$ cat src/rtl/nbs_pkg.sv
package nbs_pkg;

  typedef enum logic [3:0] {
    OP_SRL_V  = 4'h0,
    OP_SLL_V  = 4'h1,
    OP_ROR_V  = 4'h2,
    OP_ROL_V  = 4'h3,
    OP_SRL_A  = 4'h4,
    OP_SLL_A  = 4'h5,
    OP_SRL_B  = 4'h6,
    OP_SLL_B  = 4'h7,
    OP_LOAD_A = 4'h8,
    OP_LOAD_B = 4'h9,
    OP_SRA_V  = 4'hA,
    OP_SRA_A  = 4'hB,
    OP_SRA_B  = 4'hC,
    OP_NORM   = 4'hD,
    OP_NORM_A = 4'hE,
    OP_NORM_B = 4'hF
  } op_e;

  typedef enum logic [1:0] {
    SH_PASS = 2'd0,
    SH_LOG  = 2'd1,
    SH_ARI  = 2'd2,
    SH_ROT  = 2'd3
  } kind_e;

  typedef enum logic [1:0] {
    SRC_PORT = 2'd0,
    SRC_REGA = 2'd1,
    SRC_REGB = 2'd2,
    SRC_LEAD = 2'd3
  } src_e;

  typedef enum logic [1:0] {
    PORT_HIZ = 2'd0,
    PORT_IN  = 2'd1,
    PORT_OUT = 2'd2
  } pmode_e;

  typedef struct packed {
    kind_e  kind;
    logic   left;
    src_e   src;
    logic   wr_a;
    logic   wr_b;
    logic   wr_lead;
    pmode_e pmode;
  } dec_t;

endpackage

$ cat src/rtl/nbs_decode.sv
module nbs_decode
  import nbs_pkg::*;
(
  input  op_e  op,
  output dec_t dec
);

  always_comb begin
    dec = '{kind: SH_PASS, left: 1'b0, src: SRC_PORT,
            wr_a: 1'b0, wr_b: 1'b0, wr_lead: 1'b0, pmode: PORT_HIZ};
    case (op)
      OP_SRL_V:  begin dec.kind = SH_LOG; dec.pmode = PORT_IN; end
      OP_SLL_V:  begin dec.kind = SH_LOG; dec.left = 1'b1; dec.pmode = PORT_IN; end
      OP_ROR_V:  begin dec.kind = SH_ROT; dec.pmode = PORT_IN; end
      OP_ROL_V:  begin dec.kind = SH_ROT; dec.left = 1'b1; dec.pmode = PORT_IN; end
      OP_SRL_A:  begin dec.kind = SH_LOG; dec.src = SRC_REGA; end
      OP_SLL_A:  begin dec.kind = SH_LOG; dec.left = 1'b1; dec.src = SRC_REGA; end
      OP_SRL_B:  begin dec.kind = SH_LOG; dec.src = SRC_REGB; end
      OP_SLL_B:  begin dec.kind = SH_LOG; dec.left = 1'b1; dec.src = SRC_REGB; end
      OP_LOAD_A: begin dec.wr_a = 1'b1; dec.pmode = PORT_IN; end
      OP_LOAD_B: begin dec.wr_b = 1'b1; dec.pmode = PORT_IN; end
      OP_SRA_V:  begin dec.kind = SH_ARI; dec.pmode = PORT_IN; end
      OP_SRA_A:  begin dec.kind = SH_ARI; dec.src = SRC_REGA; end
      OP_SRA_B:  begin dec.kind = SH_ARI; dec.src = SRC_REGB; end
      OP_NORM:   begin
        dec.kind = SH_LOG; dec.left = 1'b1; dec.src = SRC_LEAD; dec.pmode = PORT_OUT;
      end
      OP_NORM_A: begin
        dec.kind = SH_LOG; dec.left = 1'b1; dec.src = SRC_LEAD; dec.pmode = PORT_OUT;
        dec.wr_a = 1'b1; dec.wr_lead = 1'b1;
      end
      OP_NORM_B: begin
        dec.kind = SH_LOG; dec.left = 1'b1; dec.src = SRC_LEAD; dec.pmode = PORT_OUT;
        dec.wr_b = 1'b1; dec.wr_lead = 1'b1;
      end
      default: ;
    endcase
  end

endmodule

$ cat src/rtl/nbs_lead.sv
module nbs_lead #(
  parameter int DATA_W = 16,
  localparam int AMT_W = $clog2(DATA_W)
) (
  input  logic [DATA_W-1:0] d,
  output logic [AMT_W-1:0]  amt,
  output logic              flat
);

  logic run;

  // count copies of the sign bit below it, stopping at the first change
  always_comb begin
    amt = '0;
    run = 1'b1;
    for (int i = DATA_W - 2; i >= 0; i--) begin
      if (run && (d[i] == d[DATA_W-1])) amt = amt + AMT_W'(1);
      else                              run = 1'b0;
    end
  end

  // independent detection of a word with no sign boundary
  assign flat = (d == '0) || (d == '1);

endmodule

$ cat src/rtl/nbs_core.sv
module nbs_core
  import nbs_pkg::*;
#(
  parameter int DATA_W = 16,
  localparam int AMT_W = $clog2(DATA_W)
) (
  input  logic [DATA_W-1:0] d,
  input  kind_e             kind,
  input  logic              left,
  input  logic [AMT_W-1:0]  amt,
  output logic [DATA_W-1:0] q
);

  logic [2*DATA_W-1:0] dd, rl, rr;

  always_comb begin
    dd = {d, d};
    rl = dd << amt;
    rr = dd >> amt;
    case (kind)
      SH_LOG:  q = left ? (d << amt) : (d >> amt);
      SH_ARI:  q = left ? (d << amt) : DATA_W'($signed(d) >>> amt);
      SH_ROT:  q = left ? rl[2*DATA_W-1:DATA_W] : rr[DATA_W-1:0];
      default: q = d;
    endcase
  end

endmodule

$ cat src/rtl/norm_barrel_shifter.sv
module norm_barrel_shifter
  import nbs_pkg::*;
#(
  parameter int DATA_W = 16,
  localparam int AMT_W = $clog2(DATA_W)
) (
  input  logic              clk,
  input  logic              rst_n,
  input  logic              clr,
  input  logic              in_valid,
  output logic              in_ready,
  input  logic [3:0]        in_op,
  input  logic [DATA_W-1:0] in_data,
  input  logic [AMT_W-1:0]  in_sv,
  output logic              out_valid,
  input  logic              out_ready,
  output logic [DATA_W-1:0] out_data,
  input  logic              sv_oe_n,
  output logic [AMT_W-1:0]  sv_out,
  output logic              sv_drive,
  output logic              sv_listen
);

  // execute stage
  logic              s1_v;
  op_e               s1_op;
  logic [DATA_W-1:0] s1_d;
  logic [AMT_W-1:0]  s1_sv;
  // amount registers
  logic [AMT_W-1:0]  amt_a, amt_b;
  // output stage
  logic              o_v;
  logic [DATA_W-1:0] o_d;

  dec_t              dec;
  logic [AMT_W-1:0]  lead_amt, amt;
  logic              flat;
  logic [DATA_W-1:0] shifted;
  logic              adv, take;

  nbs_decode u_dec (.op(s1_op), .dec(dec));

  nbs_lead #(.DATA_W(DATA_W)) u_lead (.d(s1_d), .amt(lead_amt), .flat(flat));

  always_comb begin
    case (dec.src)
      SRC_PORT: amt = s1_sv;
      SRC_REGA: amt = amt_a;
      SRC_REGB: amt = amt_b;
      default:  amt = lead_amt;
    endcase
  end

  nbs_core #(.DATA_W(DATA_W)) u_core (
    .d(s1_d), .kind(dec.kind), .left(dec.left), .amt(amt), .q(shifted)
  );

  // handshake
  assign adv      = s1_v && (!o_v || out_ready);
  assign in_ready = !s1_v || adv;
  assign take     = in_valid && in_ready;

  always_ff @(posedge clk) begin
    if (!rst_n || clr) begin
      s1_v  <= 1'b0;
      s1_op <= OP_SRL_V;
      s1_d  <= '0;
      s1_sv <= '0;
    end else begin
      if (in_ready) s1_v <= in_valid;
      if (take) begin
        s1_op <= op_e'(in_op);
        s1_d  <= in_data;
        s1_sv <= in_sv;
      end
    end
  end

  always_ff @(posedge clk) begin
    if (!rst_n || clr) begin
      amt_a <= '0;
      amt_b <= '0;
    end else if (adv) begin
      if (dec.wr_a) amt_a <= dec.wr_lead ? lead_amt : s1_sv;
      if (dec.wr_b) amt_b <= dec.wr_lead ? lead_amt : s1_sv;
    end
  end

  always_ff @(posedge clk) begin
    if (!rst_n || clr) begin
      o_v <= 1'b0;
      o_d <= '0;
    end else if (adv) begin
      o_v <= 1'b1;
      o_d <= shifted;
    end else if (out_ready) begin
      o_v <= 1'b0;
    end
  end

  assign out_valid = o_v;
  assign out_data  = o_d;

  // shift-value port
  assign sv_out    = (s1_v && dec.pmode == PORT_OUT) ? lead_amt : '0;
  assign sv_drive  = s1_v && (dec.pmode == PORT_OUT) && !sv_oe_n;
  assign sv_listen = s1_v && (dec.pmode == PORT_IN);

  // ---------------- assertions ----------------
  assert_clear_R1: assert property (@(posedge clk) disable iff (!rst_n)
    clr |=> (!out_valid && in_ready && amt_a == '0 && amt_b == '0));

  assert_load_a_R6: assert property (@(posedge clk) disable iff (!rst_n || clr)
    (adv && s1_op == OP_LOAD_A) |=> (amt_a == $past(s1_sv)));

  assert_norm_sign_R7: assert property (@(posedge clk) disable iff (!rst_n || clr)
    (adv && dec.src == SRC_LEAD && !flat) |=> (out_data[DATA_W-1] != out_data[DATA_W-2]));

  assert_flat_max_R8: assert property (@(posedge clk) disable iff (!rst_n || clr)
    (s1_v && flat) |-> (lead_amt == AMT_W'(DATA_W - 1)));

  assert_store_b_R9: assert property (@(posedge clk) disable iff (!rst_n || clr)
    (adv && s1_op == OP_NORM_B) |=> (amt_b == $past(lead_amt)));

  assert_port_excl_R10: assert property (@(posedge clk) disable iff (!rst_n)
    !(sv_drive && sv_listen));

  assert_accept_R11: assert property (@(posedge clk) disable iff (!rst_n || clr)
    take |=> s1_v);

  assert_stall_hold_R12: assert property (@(posedge clk) disable iff (!rst_n || clr)
    (out_valid && !out_ready) |=> (out_valid && $stable(out_data)));

  assert_full_block_R12: assert property (@(posedge clk) disable iff (!rst_n)
    (s1_v && out_valid && !out_ready) |-> !in_ready);

endmodule

$ cat config.mk
export PLATFORM = sky130hd
export DESIGN_NAME = norm_barrel_shifter
export DESIGN_NICKNAME = d
export VERILOG_FILES = /design/src/rtl/nbs_pkg.sv /design/src/rtl/nbs_decode.sv /design/src/rtl/nbs_lead.sv /design/src/rtl/nbs_core.sv /design/src/rtl/norm_barrel_shifter.sv
export SDC_FILE = /design/constraint.sdc
export NUM_CORES = 1
export LEC_CHECK = 0
export ABC_AREA = 0
export BUFFER_PORTS_ARGS = -buffer_cell sky130_fd_sc_hd__buf_2
export CAP_MARGIN = 20
export CORE_ASPECT_RATIO = 1.5
export CORE_UTILIZATION = 35
export DETAILED_ROUTE_END_ITERATION = 8
export PLACE_DENSITY_LB_ADDON = 0.25
export SKIP_CTS_REPAIR_TIMING = 1
export SLEW_MARGIN = 0
export SYNTH_ARGS = -nofsm -noshare
export SYNTH_HDL_FRONTEND = slang
export SYNTH_SLANG_ARGS = --single-unit
$ cat constraint.sdc
create_clock -name clk -period 29.9 [get_ports clk]
set_clock_uncertainty 0.05 [all_clocks]
set_input_delay 1.495 -clock clk [delete_from_list [all_inputs] [get_ports clk]]
set_output_delay 1.495 -clock clk [all_outputs]
set_load 0.01 [all_outputs]
==> results.toml <==
[global_routing]
grt_usage = 0.271
grt_max_degree = 52
grt_pass1_wl_um = 37500
grt_pass1_vias = 6895
antenna_found_initial = 0
grt_remaining_overflow = 0

[placed_design]
place.gp.congestion = 1.00
place_hpwl_um = 17500
dp_slack_ns = 17.86
io_buffers = 53
place_inst = 1123

[route]
avgRoutedWirePerCell_um = 21.3
antenna_left = 0
drt-total-wl_um = 24100
drt-initial-drc-count = 544
first_pass_iters = 6
via_count = 7391
vias_per_cell = 6.53
drc = 0

[power]
p_sw_frac = 0.420
internal_power_w = 0.000151
p_clk_frac = 0.235
peakVddDrop_mv = 0.0238
p_leak_nw = 2.57
sequentialPowerShare = 0.274
comb_power_share = 0.491
power.density_mw_per_mm2 = 39.0
power.switching_w = 0.000109

[layout]
nets = 960
antenna_cells = 0
fin_cells = 1132
area_growth_syn_to_layout_pct = 8.78
drive_gt1_frac = 0.127

[synthesis]
synth_common_cells = "nand2_1 (121), a21oi_1 (88), nand3_1 (80)"
synthTopCellsByArea = "dfxtp_1 (16%), nand2_1 (7.4%), a21oi_1 (7.2%), nand3_1 (6.5%), o21ai_0 (5.8%)"
yosys_warnings = 0
synth_ff_type = "dfxtp_1"
synth.most_common_cell = "nand2_1"
yosys.area.top_type = "dfxtp_1"
ys_seq_elements = 50
synth-edff-count = 0
synth_nets = 963
async_flop_share = 0
synth_top_area_frac = 0.163
postSynthAreaPerCell_um2 = 6.67
syn-cell-area_mm2 = 0.00614
syn_inst = 921
ys_seq_area_frac = 0.163
ys_types = 73

[sta]
finalCritPeriodShare = 0.417
slew_headroom = 0.292
rsz0062_at_grt = "no"
setup_slack_ns = 17.44
fin_tns_setup_ns = 0
max_freq_ghz = 0.0803
finalHoldViolCount = 0
min_period_ns = 12.46
setup_viol = 0
report.final.slew_viol_count = 0
tightest_slew_ns = 1.05

[setup_path]
critPathLaunchType = "flop"
cp.arrival_ns = 10.91
end_kind = "output port"
slowest_stage = "buf_4"
path_max_fanout = 51
worst_path_largest_cell_delay_ns = 0.45
cp.required_ns = 28.36
crit_type = "reg2out"
crit_top_cell = "ha_1"

[floorplan]
start_util = 0.355
fp.dieH_um = 164
core_area_mm2 = 0.0173
die_area_mm2 = 0.0181
num_rows = 59
ios = 54
die_w_um = 110

[clocking]
cts_root_buffer = "clkbuf_16"
clk_latency_ns = 0.30
tritoncts = "built"
path_clk_slew_ns = 0.07
cts-htree-levels = 2
cts_made_buffers = 5
clock-sinks = 50
max-clock-path-buffers = 2

[outcome]
outcome = "completed"

[min_path]
holdCritPathClass = "reg2reg"

[run]
cap_violations = 0
==> final cells by class <==
class / count / area [um2]
flip-flops and latches: 50 / 1000
fillers: 1879 / 10600
clock buffers: 5 / 125
well taps: 213 / 267
multi-input cells: 777 / 4800
clock inverters: 3 / 26.3
inverters: 11 / 41.3
repair buffers: 73 / 415
==> cells in the final DEF, fill, tap and decap left out, types with 9 or more instances in the layout <==
cell type / Yosys / layout
a31oi_1: 16 / 16
ha_1: 12 / 12
a211oi_1: 11 / 11
a22oi_1: 9 / 9
nand4_1: 9 / 9
nor3_1: 19 / 19
nand2_1: 121 / 121
nand3_1: 80 / 80
o211ai_1: 19 / 19
buf_2: 16 / 53
nand2b_1: 10 / 10
mux2i_1: 28 / 28
o21ai_0: 71 / 70
and2_1: 13 / 13
inv_1: 11 / 11
dfxtp_1: 50 / 50
o21a_1: 9 / 9
nor2b_1: 10 / 10
mux2_2: 13 / 13
a21oi_1: 88 / 88
nor2_1: 70 / 70
o22ai_1: 13 / 12
buf_4: 0 / 20
==> layer usage <==
metal / part of all wire / track usage / vias up
li1: - / - / 3480
met1: 0.39 / 0.318 / 3435
met2: 0.47 / 0.448 / 374
met3: 0.073 / 0.0437 / 102
met4: 0.068 / 0.175 / 0
met5: 0 / 0 / -
==> critical path: cells and delay by family, from the launching register on <==
family / cells / cell delay [ns]
adders and majority gates: 12 / 3.55
AOI/OAI and AO/OA: 16 / 3.18
and+or+nand+nor: 11 / 1.56
muxes: 6 / 1.40
buffers and inverters: 2 / 0.59
DFF: 1 / 0.31
==> sequential cells by signal, summed over array words and instances, names as in the netlist <==
signal	count
s1_sv	4
s1_d	16
amt_a	4
out_data	16
s1_v	1
out_valid	1
s1_op	4
amt_b	4
==> power by group through the flow <==
stage                      clock, W  sequential (W)  combinational [W]
final                     0.0000611       0.0000714           0.000128
after global routing      0.0000653       0.0000716           0.000140
after CTS                 0.0000631       0.0000712           0.000126
after detailed placement          0       0.0000728           0.000125
after global placement            0       0.0000728           0.000124
after floorplan                   0       0.0000707          0.0000955
==> cells by family (layout without fill, tap and decap cells) <==
| kind of cell | count (synthesis) | in the layout | synth area share |
|---|---|---|---|
| xor+xnor | 4 | 4 | 0.00815 |
| mux | 46 | 46 | 0.0878 |
| flops | 50 | 50 | 0.163 |
| compound gates | 338 | 338 | 0.363 |
| fa+ha+maj | 12 | 12 | 0.0244 |
| simple gates | 377 | 377 | 0.293 |
| buf+inv | 94 | 92 | 0.0607 |
==> final timing paths <==
kind | startpoint | to | slack [ns] | cells past startpoint
setup / recovery | s1_d[15] | sv_out[2] | 17.44 | 47
hold / removal | s1_sv[1] | s1_sv[1] | 0.43 | 2
setup reg to reg | s1_d[15] | out_data[0] | 17.72 | 51
hold reg to reg | s1_sv[1] | s1_sv[1] | 0.43 | 2
==> through the flow <==
step | cell area, um2 | utilization | hold slack (ns) | total power (W)
after global routing | 6680 | 0.387 | 0.469 | 0.000277
after floorplan | 6140 | - | 0.400 | 0.000166
after CTS | 6670 | 0.386 | 0.435 | 0.000261
after detailed placement | 6520 | 0.378 | 0.424 | 0.000198
final | 6680 | 0.387 | 0.435 | 0.000260
after global placement | 6520 | 0.378 | 0.422 | 0.000197
Power figures use the tool's default switching activity.
